==> src/rtl/exp_meter_pkg.sv <==
`timescale 1ns/1ps
// Shared constants, types and helpers for the exposure metering engine.
package exp_meter_pkg;
    localparam int GRID   = 8;   // areas per grid row and per grid column
    localparam int PIX_W  = 8;   // luminance width
    localparam int WSUM_W = 19;  // row-weighted accumulator width
    localparam int WIN_W  = 14;  // window accumulator width (64 areas x 255)

    typedef logic [PIX_W-1:0] pix_t;

    // Clamp an 11-bit intermediate to the 8-bit luminance range.
    function automatic pix_t sat_pix(input logic [10:0] val);
        return (val > 11'd255) ? 8'hFF : val[7:0];
    endfunction
endpackage

==> src/rtl/exp_area_accum.sv <==
`timescale 1ns/1ps
// Area accumulator: sums the pixels of the eight areas in the current grid
// row, turns them into averages when the grid row ends, and folds them into
// the row-weighted sum and the window sum.
// Assumes: col/row are already limited to the active grid; row_end is a
// single-cycle pulse with no pixel in the same cycle.
module exp_area_accum
    import exp_meter_pkg::*;
#(
    parameter int AREA_PIX = 8
) (
    input  logic              clk,
    input  logic              rst_n,
    input  logic              clr,
    input  logic              pix_en,
    input  logic [2:0]        col,
    input  pix_t              pix,
    input  logic              row_end,
    input  logic [2:0]        row,
    input  logic [63:0]       row_wt,
    input  logic [5:0]        win_tl,
    input  logic [5:0]        win_br,
    output logic [WSUM_W-1:0] wsum,
    output logic [WIN_W-1:0]  win_sum
);
    localparam int ACC_W = PIX_W + $clog2(AREA_PIX) + 1;

    pix_t         avg [GRID];
    logic [GRID-1:0] in_win;
    logic         row_hit;
    logic [10:0]  row_sum;
    logic [10:0]  win_row;
    logic [7:0]   wt_sel;
    logic [15:0]  prod;

    assign row_hit = (row >= win_tl[5:3]) && (row <= win_br[5:3]);

    generate
        for (genvar c = 0; c < GRID; c++) begin : g_col
            logic [ACC_W-1:0] acc;

            // Accumulate the pixels falling into this column's area.
            always_ff @(posedge clk) begin
                if (!rst_n) begin
                    acc <= '0;
                end else if (clr || row_end) begin
                    acc <= '0;
                end else if (pix_en && (col == 3'(c))) begin
                    acc <= acc + ACC_W'(pix);
                end
            end

            assign avg[c]    = pix_t'(acc / ACC_W'(AREA_PIX));
            assign in_win[c] = row_hit && (3'(c) >= win_tl[2:0]) && (3'(c) <= win_br[2:0]);
        end
    endgenerate

    // Add up the area averages of this grid row, overall and inside the window.
    always_comb begin
        row_sum = '0;
        win_row = '0;
        for (int c = 0; c < GRID; c++) begin
            row_sum = row_sum + 11'(avg[c]);
            if (in_win[c]) begin
                win_row = win_row + 11'(avg[c]);
            end
        end
    end

    assign wt_sel = row_wt[{row, 3'b000} +: 8];
    assign prod   = 16'(8'(row_sum >> 3)) * 16'(wt_sel);

    // Fold a finished grid row into the frame-level sums.
    always_ff @(posedge clk) begin
        if (!rst_n) begin
            wsum    <= '0;
            win_sum <= '0;
        end else if (clr) begin
            wsum    <= '0;
            win_sum <= '0;
        end else if (row_end) begin
            wsum    <= wsum + WSUM_W'(prod);
            win_sum <= win_sum + WIN_W'(win_row);
        end
    end
endmodule

==> src/rtl/exp_peak_track.sv <==
`timescale 1ns/1ps
// Peak tracker: averages runs of 4 or 8 consecutive pixels, aligned to the
// line start, and keeps the largest and smallest run average of the frame.
// Assumes: short_avg4 is steady within a line; partial runs at line end drop.
module exp_peak_track
    import exp_meter_pkg::*;
(
    input  logic clk,
    input  logic rst_n,
    input  logic clr,
    input  logic line_end,
    input  logic pix_en,
    input  logic short_avg4,
    input  pix_t pix,
    output pix_t top_lvl,
    output pix_t bot_lvl
);
    logic [2:0]  gcnt;
    logic [10:0] gsum;
    logic [10:0] tot;
    logic        last;
    pix_t        gavg;

    assign tot  = gsum + 11'(pix);
    assign last = short_avg4 ? (gcnt == 3'd3) : (gcnt == 3'd7);
    assign gavg = short_avg4 ? pix_t'(tot >> 2) : pix_t'(tot >> 3);

    // Build run sums and update the extremes when a run completes.
    always_ff @(posedge clk) begin
        if (!rst_n) begin
            gcnt    <= '0;
            gsum    <= '0;
            top_lvl <= '0;
            bot_lvl <= 8'hFF;
        end else if (clr) begin
            gcnt    <= '0;
            gsum    <= '0;
            top_lvl <= '0;
            bot_lvl <= 8'hFF;
        end else if (line_end) begin
            gcnt <= '0;
            gsum <= '0;
        end else if (pix_en) begin
            if (last) begin
                gcnt <= '0;
                gsum <= '0;
                if (gavg > top_lvl) top_lvl <= gavg;
                if (gavg < bot_lvl) bot_lvl <= gavg;
            end else begin
                gcnt <= gcnt + 3'd1;
                gsum <= tot;
            end
        end
    end
endmodule

==> src/rtl/exp_blend.sv <==
`timescale 1ns/1ps
// Blend stage (combinational): derives the row-weighted and window means,
// blends them by the window weight, then mixes in the top and bottom levels.
// Assumes: inputs are stable for the cycle in which the result is registered.
module exp_blend
    import exp_meter_pkg::*;
(
    input  logic [WSUM_W-1:0] wsum,
    input  logic [WIN_W-1:0]  win_sum,
    input  logic [5:0]        win_tl,
    input  logic [5:0]        win_br,
    input  logic [6:0]        win_wt,
    input  pix_t              k_top,
    input  pix_t              k_bot,
    input  pix_t              top_lvl,
    input  pix_t              bot_lvl,
    output pix_t              value
);
    logic [10:0] w1_raw;
    pix_t        w1;
    pix_t        w2;
    logic [3:0]  rspan;
    logic [3:0]  cspan;
    logic [6:0]  cnt;
    logic [6:0]  cwc;
    logic [15:0] mix;
    pix_t        blend;
    logic [8:0]  ksum;
    logic [8:0]  kres;
    logic [18:0] fin;

    // Row-weighted mean, saturated.
    assign w1_raw = 11'(wsum >> 8);
    assign w1     = sat_pix(w1_raw);

    // Window size in areas; an inverted corner pair gives an empty window.
    assign rspan = (win_br[5:3] >= win_tl[5:3]) ? (4'(win_br[5:3] - win_tl[5:3]) + 4'd1) : 4'd0;
    assign cspan = (win_br[2:0] >= win_tl[2:0]) ? (4'(win_br[2:0] - win_tl[2:0]) + 4'd1) : 4'd0;
    assign cnt   = 7'(8'(rspan) * 8'(cspan));
    assign w2    = (cnt == 7'd0) ? 8'd0 : pix_t'(win_sum / WIN_W'(cnt));

    // Window weight blend with the weight clamped to 64.
    assign cwc   = (win_wt > 7'd64) ? 7'd64 : win_wt;
    assign mix   = 16'(w1) * 16'(7'd64 - cwc) + 16'(w2) * 16'(cwc);
    assign blend = pix_t'(mix >> 6);

    // Peak mixing; the blended share vanishes when the factors reach 256.
    assign ksum  = 9'(k_top) + 9'(k_bot);
    assign kres  = (ksum >= 9'd256) ? 9'd0 : (9'd256 - ksum);
    assign fin   = 19'(blend) * 19'(kres) + 19'(top_lvl) * 19'(k_top) + 19'(bot_lvl) * 19'(k_bot);
    assign value = sat_pix(11'(fin >> 8));
endmodule

==> src/rtl/exposure_meter.sv <==
`timescale 1ns/1ps
// Exposure metering engine top: tracks the pixel position within the 8x8
// grid, feeds the area accumulator and the peak tracker, and registers the
// blended exposure figure one cycle after the last grid row is folded in.
// Assumes: ACT_W and ACT_H are multiples of 8; frame_start arrives while
// line_valid is low; pixels beyond the active area do not enter the grid.
module exposure_meter
    import exp_meter_pkg::*;
#(
    parameter int ACT_W = 32,
    parameter int ACT_H = 16
) (
    input  logic        clk,
    input  logic        rst_n,
    input  logic        frame_start,
    input  logic        line_valid,
    input  logic        pix_valid,
    input  logic [7:0]  pix_y,
    input  logic [63:0] row_wt,
    input  logic [5:0]  win_tl,
    input  logic [5:0]  win_br,
    input  logic [6:0]  win_wt,
    input  logic        short_avg4,
    input  logic [7:0]  k_top,
    input  logic [7:0]  k_bot,
    output logic [7:0]  exp_value,
    output logic        exp_valid
);
    localparam int AREA_W   = ACT_W / GRID;
    localparam int AREA_H   = ACT_H / GRID;
    localparam int AREA_PIX = AREA_W * AREA_H;
    localparam int XW       = (AREA_W > 1) ? $clog2(AREA_W) : 1;
    localparam int YW       = (AREA_H > 1) ? $clog2(AREA_H) : 1;

    logic              lv_q;
    logic [XW-1:0]     x_sub;
    logic [3:0]        col;
    logic [YW-1:0]     y_sub;
    logic [3:0]        row;
    logic              line_end;
    logic              pix_en;
    logic              area_en;
    logic              row_end;
    logic              frame_end;
    logic              eof_q;
    logic [WSUM_W-1:0] wsum;
    logic [WIN_W-1:0]  win_sum;
    pix_t              top_lvl;
    pix_t              bot_lvl;
    pix_t              value;

    assign line_end  = lv_q & ~line_valid;
    assign pix_en    = line_valid & pix_valid;
    assign area_en   = pix_en & ~col[3] & ~row[3];
    assign row_end   = line_end & (y_sub == YW'(AREA_H - 1)) & ~row[3];
    assign frame_end = row_end & (row == 4'd7);

    // Remember line_valid to find the end of each line.
    always_ff @(posedge clk) begin
        if (!rst_n) lv_q <= 1'b0;
        else        lv_q <= line_valid;
    end

    // Horizontal and vertical position inside the area grid.
    always_ff @(posedge clk) begin
        if (!rst_n || frame_start) begin
            x_sub <= '0;
            col   <= '0;
            y_sub <= '0;
            row   <= '0;
        end else begin
            if (pix_en && !col[3]) begin
                if (x_sub == XW'(AREA_W - 1)) begin
                    x_sub <= '0;
                    col   <= col + 4'd1;
                end else begin
                    x_sub <= x_sub + XW'(1);
                end
            end
            if (line_end) begin
                x_sub <= '0;
                col   <= '0;
                if (!row[3]) begin
                    if (y_sub == YW'(AREA_H - 1)) begin
                        y_sub <= '0;
                        row   <= row + 4'd1;
                    end else begin
                        y_sub <= y_sub + YW'(1);
                    end
                end
            end
        end
    end

    exp_area_accum #(
        .AREA_PIX (AREA_PIX)
    ) i_area (
        .clk     (clk),
        .rst_n   (rst_n),
        .clr     (frame_start),
        .pix_en  (area_en),
        .col     (col[2:0]),
        .pix     (pix_y),
        .row_end (row_end),
        .row     (row[2:0]),
        .row_wt  (row_wt),
        .win_tl  (win_tl),
        .win_br  (win_br),
        .wsum    (wsum),
        .win_sum (win_sum)
    );

    exp_peak_track i_peak (
        .clk        (clk),
        .rst_n      (rst_n),
        .clr        (frame_start),
        .line_end   (line_end),
        .pix_en     (pix_en),
        .short_avg4 (short_avg4),
        .pix        (pix_y),
        .top_lvl    (top_lvl),
        .bot_lvl    (bot_lvl)
    );

    exp_blend i_blend (
        .wsum    (wsum),
        .win_sum (win_sum),
        .win_tl  (win_tl),
        .win_br  (win_br),
        .win_wt  (win_wt),
        .k_top   (k_top),
        .k_bot   (k_bot),
        .top_lvl (top_lvl),
        .bot_lvl (bot_lvl),
        .value   (value)
    );

    // Delay the frame end by one cycle so the last grid row is in the sums.
    always_ff @(posedge clk) begin
        if (!rst_n || frame_start) eof_q <= 1'b0;
        else                       eof_q <= frame_end;
    end

    // Register the exposure figure and its strobe.
    always_ff @(posedge clk) begin
        if (!rst_n) begin
            exp_value <= '0;
            exp_valid <= 1'b0;
        end else begin
            exp_valid <= eof_q;
            if (eof_q) exp_value <= value;
        end
    end
endmodule

==> config.mk <==
export PLATFORM = sky130hd
export DESIGN_NAME = exposure_meter
export DESIGN_NICKNAME = d
export VERILOG_FILES = /design/src/rtl/exp_meter_pkg.sv /design/src/rtl/exp_area_accum.sv /design/src/rtl/exp_peak_track.sv /design/src/rtl/exp_blend.sv /design/src/rtl/exposure_meter.sv
export SDC_FILE = /design/constraint.sdc
export NUM_CORES = 2
export LEC_CHECK = 0
export BUFFER_PORTS_ARGS = -buffer_cell sky130_fd_sc_hd__buf_2
export CAP_MARGIN = 40
export CORE_ASPECT_RATIO = 0.9
export CORE_MARGIN = 2
export CORE_UTILIZATION = 45
export DETAILED_ROUTE_END_ITERATION = 12
export PLACE_DENSITY = 0.58
export REMOVE_ABC_BUFFERS = 1
export SLEW_MARGIN = 20
export SYNTH_ARGS = -nofsm -noshare
export SYNTH_HDL_FRONTEND = slang
export SYNTH_HIERARCHICAL = 1
export SYNTH_SLANG_ARGS = --single-unit
==> constraint.sdc <==
create_clock -name clk -period 117.5 [get_ports clk]
set_input_delay 23.5 -clock clk [delete_from_list [all_inputs] [get_ports clk]]
set_output_delay 23.5 -clock clk [all_outputs]
set_load 0.05 [all_outputs]
# Word level (Yosys, flattened, before mapping)
# Cells that the tools add are included.
# word_totals
reg_bits,181
in_bits,113
output_inout_bits,9
wordCells,185
# op_classes
addsub,40
mul,7
n_div,1
order_cmp,26
eq_ne,11
shifts,1
mux,23
n_bitwise,12
n_reduce_logical,41
# op_table
op,n
$add A11 B8 Y11,13
$add A12 B8 Y12,8
$mux W11,8
$shiftx A64 B7 Y8,1
$mul A8 B8 Y16,3
$mux W8,5
$add A19 B16 Y19,2
$add A8 B8 Y9,3
$logic_and A1 B1 Y1,26
$gt A11 B8 Y1 const B,2
$add A17 B16 Y18,1
$mul A8 B9 Y17,1
$add A4 B1 Y4 const B,4
$mul A8 B16 Y14,1
$mux W4,4
$eq A3 B3 Y1 const B,5
$add A14 B11 Y14,1
$add A14 B14 Y14,1
$div A14 B7 Y14,1
$mul A8 B7 Y14,1
$ge A3 B3 Y1 const A,4
$le A3 B3 Y1 const A,4
$eq A3 B2 Y1 const B,3
$ge A3 B3 Y1,3
35 further kinds,57

# Logic depth before layout (Yosys ltp)
# logic_depth
word_depth,20
ltp_mapped,212
depth_no_buf,205

# Hierarchy
# The synthesis kept the hierarchy.
# by_module_without_submodules
module,n_inst,cells_each,area_per_inst_um2,seq_area_each_um2
exp_blend,1,2119,16837.4,0.0
exp_area_accum,1,1817,15234.6,2422.3
exp_peak_track,1,268,2210.9,600.6
exposure_meter,1,87,892.1,440.4

# Least setup slack after synthesis
# Ideal clock, no wire load.
# synth_path
path_type,input -> register
start,input port win_tl[1]
end,register exp_value[0]
setup_ns,0.117
arrival_time_ns,65.173
required_ns,117.383
slack_ns,52.210
stages,197
n_path_buf,9
cell_sequence,inv_1 > ha_1 > inv_1 > ha_1 > inv_1 > fa_1 > nand2b_1 > or2_2 > fa_1 > inv_1 > fa_1 > inv_1 > fa_1 > nand2b_1 > a21oi_1 > xnor2_1 > xor2_1 > inv_1 > [... 161 more ...] > fa_1 > inv_1 > fa_1 > inv_1 > ha_1 > a21oi_1 > nor2b_1 > o21a_1 > o21a_1 > o21a_1 > o21a_1 > o21a_1 > o21a_1 > o21a_1 > nor2_1 > o21ai_0 > mux2i_1 > nor2b_1
# synth_between
elab_chain_cells,13
word_cells_on_any_way,15
cone_classes,add/sub: 5; mul: 3; div: 1; order compare: 2; mux: 3; reduce/logical: 1
# synth_rtl
item,line,rtl
start: declaration,exposure_meter.sv:20,"input logic [5:0] win_tl,"
$sub A3 B3 Y4,exp_blend.sv:38,assign cspan = (win_br[2:0] >= win_tl[2:0]) ? (4'(win_br[2:0] - win_tl[2:0]) + 4'd1) : 4'd0;
$add A4 B1 Y4,exp_blend.sv:38,
$mux W4 *,exp_blend.sv:38,
$mul A4 B4 Y7 *,exp_blend.sv:39,assign cnt = 7'(8'(rspan) * 8'(cspan));
$div A14 B7 Y14 or $logic_not A7 Y1 (tied branches),exp_blend.sv:40,assign w2 = (cnt == 7'd0) ? 8'd0 : pix_t'(win_sum / WIN_W'(cnt));
$mux W8 *,exp_blend.sv:40,
$mul A8 B7 Y14 *,exp_blend.sv:44,assign mix = 16'(w1) * 16'(7'd64 - cwc) + 16'(w2) * 16'(cwc);
$add A14 B14 Y14 *,exp_blend.sv:44,
$mul A8 B9 Y17 *,exp_blend.sv:50,assign fin = 19'(blend) * 19'(kres) + 19'(top_lvl) * 19'(k_top) + 19'(bot_lvl) * 19'(k_bot);
$add A17 B16 Y18 *,exp_blend.sv:50,
$add A19 B16 Y19 *,exp_blend.sv:50,
$gt A11 B8 Y1,exp_meter_pkg.sv:13,return (val > 11'd255) ? 8'hFF : val[7:0];
$mux W8 *,exp_meter_pkg.sv:13,
net value[0],exposure_meter.sv:50,pix_t value;
end signal: assignment,exposure_meter.sv:151,if (eof_q) exp_value <= value;
end: declaration,exposure_meter.sv:26,"output logic [7:0] exp_value,"
# The timed path passes the listed nets; every way through them passes the cells marked *.
# A chain may end at the register's enable or synchronous reset.

# Worst setup path in the final report
# layout_path
start,input port win_tl[1]
end,register exp_value[3]
# Same word-level chain as after synthesis.

==> run_results.csv <==
group,metric,value,unit
sta,finalSetupTns,0,ns
critical_path,crit_family,"compound AO/OA/AOI/OAI gates",
clock_network,hold_buffers,0,
synth,syn_area,35170,µm²
floorplan,coreArea,77670,µm²
placed_design,place_inst,5392,
critical_path,reg2reg_to,"exp_value[3]",
sta,finalClockSkew,0.01702,ns
status,outcome,"finished, final reports clean",
clock_network,cts_buffer_depth,2,
clock_network,cts_buffers,17,
routing,vias_per_cell,5.437,
clock_network,cts_tree,"done",
routing,wl_per_cell,17.66,µm
synth,synth.distinct_cells,114,
synth,yosys_warnings,6,
synth,synth_compound_area_share,15.37,%
global_route,gr-total-overflow,0,
clock_network,worstSkewPairLatency,0.51,ns
floorplan,fp.dieW,298.7,µm
global_route,grt_use_total,24.45,%
sta,finalHoldViolCount,0,
routing,wl,95.89,mm
critical_path,worstSetupPathType,"input pin to register",
clock_network,h-tree-depth,4,
synth,synthAdderAreaFrac,37.59,%
placed_design,port_buffers,121,
critical_path,path_max_fanout,18,
clock_network,post_cts_buffers,0,
placed_design,place_area,36960,µm²
final_layout,instances_no_fill,5431,
floorplan,die_y,269.2,µm
final_layout,area_growth_syn_to_layout,6.922,%
floorplan,start_util,45.29,%
critical_path,worstPathArrival,69.54,ns
critical_path,crit-reg2reg-launch,"i_area/win_sum[13]",
synth,ys_async_sr_fraction,0,%
synth,netlist_instances,4291,
sta,min_period_over_period,58.85,%
synth,synth-edff-count,0,
clock_network,cts_resized,0,
synth,yosysSeqAreaShare,9.846,%
routing,antenna_left,0,
synth,synthSimpleGateAreaFrac,18.89,%
sta,fmax,14.46,MHz
synth,synth.area.mux_share,4.706,%
critical_path,cpPeakStageDelay,0.59,ns
synth,synth.top_cells.by_area,"fa_1, ha_1, dfxtp_1",
min_path,min_path_type,"register to register",
critical_path,endpoint,"exp_value[3]",
global_route,grt_pass1_wl,158.3,mm
global_route,antenna_found_initial,3,
sta,setup_viol,0,
clock_network,clock_tree.root_cell,"clkbuf_16",
final_layout,fin_area,37610,µm²
job,maxCapViolCount,0,
critical_path,crit_slowest_cell,"nor2_1",
synth,synth_xor_area_share,5.631,%
sta,slew_viol_final,0,
floorplan,dieArea,80420,µm²
placed_design,gp_congestion,0.9068,
floorplan,row_count,97,
routing,via_count,29530,
synth,synth.top_cell.area_share,20.32,%
placed_design,post-dp-hpwl,80.06,mm
synth,synth_top_family_by_area,"adder cells",
final_layout,nNetsFinal,5332,
critical_path,end_kind,"register",
critical_path,path_common_cell,"o21a_1",
critical_path,reg2reg_depth,169,
critical_path,crit_buf_inv,20,
clock_network,numClockSinks,173,
sta,holdWs,0.4576,ns
critical_path,crit_cells,192,
synth,synth_area_leader_cell,"fa_1",
synth,ys.flop_type,"dfxtp_1",
routing,first_pass_iters,6,
critical_path,cp.required,117.89,ns
sta,worstMarginPinSlew,0.8574,ns
global_route,grt_max_degree,65,
sta,rsz0062_at_grt,"false",
routing,first_iter_violations,1868,
critical_path,rrSetupSlack,75.98,ns
sta,finalCriticalPeriod,69.15,ns
synth,ys_seq_elements,173,
synth,avgSynthCellArea,8.197,µm²
final_layout,drive_above_1_share,7.698,%
critical_path,startpoint_type,"input pin",
floorplan,ios,122,
critical_path,startpoint,"win_tl[1]",
routing,drcViolationCount,0,
global_route,grt_pass1_vias,29190,
sta,relSlewSlack,42.78,%
clock_network,clk_transition_reported_paths,0.07,ns
[cell usage after synthesis, drive strengths merged (11+ instances only)]
| cell type | number |
|---|---|
| inv | 631 |
| ha | 484 |
| nand2 | 439 |
| fa | 357 |
| nor2 | 330 |
| a21oi | 245 |
| dfxtp | 173 |
| xnor2 | 142 |
| o21ai | 125 |
| nor3 | 106 |
| and2 | 105 |
| nor2b | 89 |
| nand3 | 82 |
| xor2 | 79 |
| mux2i | 75 |
| clkbuf | 74 |
| o21a | 72 |
| a21o | 68 |
| nand2b | 56 |
| o21bai | 53 |
| mux2 | 47 |
| o211ai | 37 |
| or3 | 36 |
| a211oi | 34 |
| nand4 | 33 |
| a31oi | 28 |
| and3 | 28 |
| o31ai | 28 |
| buf | 24 |
| or2 | 22 |
| mux4 | 16 |
| nor4 | 12 |
| a211o | 11 |
[worst reg2reg max path: cells and delay by family, from the launching register on]
kind            cells  cell delay [ns]
flops               1             0.45
compound gates     75            15.35
fa+ha+maj          33            13.31
simple gates       44             9.81
mux                 6             1.57
buf+inv            11             0.89
[worst min path at each step]
stage | startpoint | end | cells after the start
4_1_cts | i_area/g_col[5].acc[0] | i_area/g_col[5].acc[0] | 2
3_3_place_gp | i_area/g_col[6].acc[0] | i_area/g_col[6].acc[0] | 2
6_report | i_area/g_col[5].acc[0] | i_area/g_col[5].acc[0] | 2
5_1_grt | i_area/g_col[5].acc[0] | i_area/g_col[5].acc[0] | 2
3_5_place_dp | i_area/g_col[5].acc[0] | i_area/g_col[5].acc[0] | 2
2_1_floorplan | i_area/g_col[0].acc[2] | i_area/g_col[0].acc[2] | 2
[kinds of logic (layout without fill, tap and decap cells)]
| kind of cell | Yosys count | after routing |
|---|---|---|
| simple gates | 1379 | 1379 |
| fa+ha+maj | 843 | 843 |
| compound gates | 803 | 803 |
| buf+inv | 732 | 827 |
| xor+xnor | 221 | 221 |
| flops | 173 | 173 |
| mux | 138 | 138 |
| other cells | 2 | 8 |
[registers in the layout, indices dropped and copies added, names as in the netlist]
name              count
i_area/g_col.acc     88
i_area/wsum          19
i_area/win_sum       14
i_peak/gsum          11
exp_value             8
i_peak/bot_lvl        8
i_peak/top_lvl        8
col                   4
row                   4
i_peak/gcnt           3
x_sub                 2
eof_q                 1
exp_valid             1
lv_q                  1
y_sub                 1
[through the flow]
step / utilization [%] / setup WS [ns]
2_1_floorplan: - / 51.68
4_1_cts: 48.34 / 48.29
5_1_grt: 48.42 / 44.88
6_report: 48.42 / 48.35
3_3_place_gp: 47.53 / 48.26
3_5_place_dp: 47.59 / 47.77
[cells in the final DEF, fill, tap and decap left out, drive strengths merged, types with 9 or more instances in the layout]
cell type and instances:
inv 637, ha 484, nand2 439, fa 357, nor2 330, a21oi 245, dfxtp 173, buf 158
xnor2 142, o21ai 125, nor3 106, and2 105, nor2b 89, nand3 82, xor2 79, mux2i 75
o21a 72, a21o 68, nand2b 56, o21bai 53, mux2 47, o211ai 37, or3 36, a211oi 34
nand4 33, a31oi 28, and3 28, o31ai 28, or2 22, clkbuf 21, mux4 16, nor4 12
a211o 11, nor3b 9, a22oi 9, a221oi 9
[routing by layer]
metal,vias to the layer above,GRT usage [%],share of wire (%)
met5,-,0,0.0094
met4,2,4.092,1.2
met3,60,3.602,5.8
met2,674,36.93,42
met1,14190,37.16,51
li1,14600,-,-
[area by class of cell]
class | count | area [µm²]
fill | 7694 | 40060
timing repair buffer | 161 | 938.4
tap | 1039 | 1300
clock inverter | 14 | 153.9
antenna | 1 | 2.502
multi-input combinational | 3391 | 28940
inverter | 634 | 2380
clock buffer | 18 | 429.2
sequential | 173 | 3463
Power is left out: the tool's default activity adds up to more than one toggle a clock period on the data nets, which glitch-free logic cannot reach.
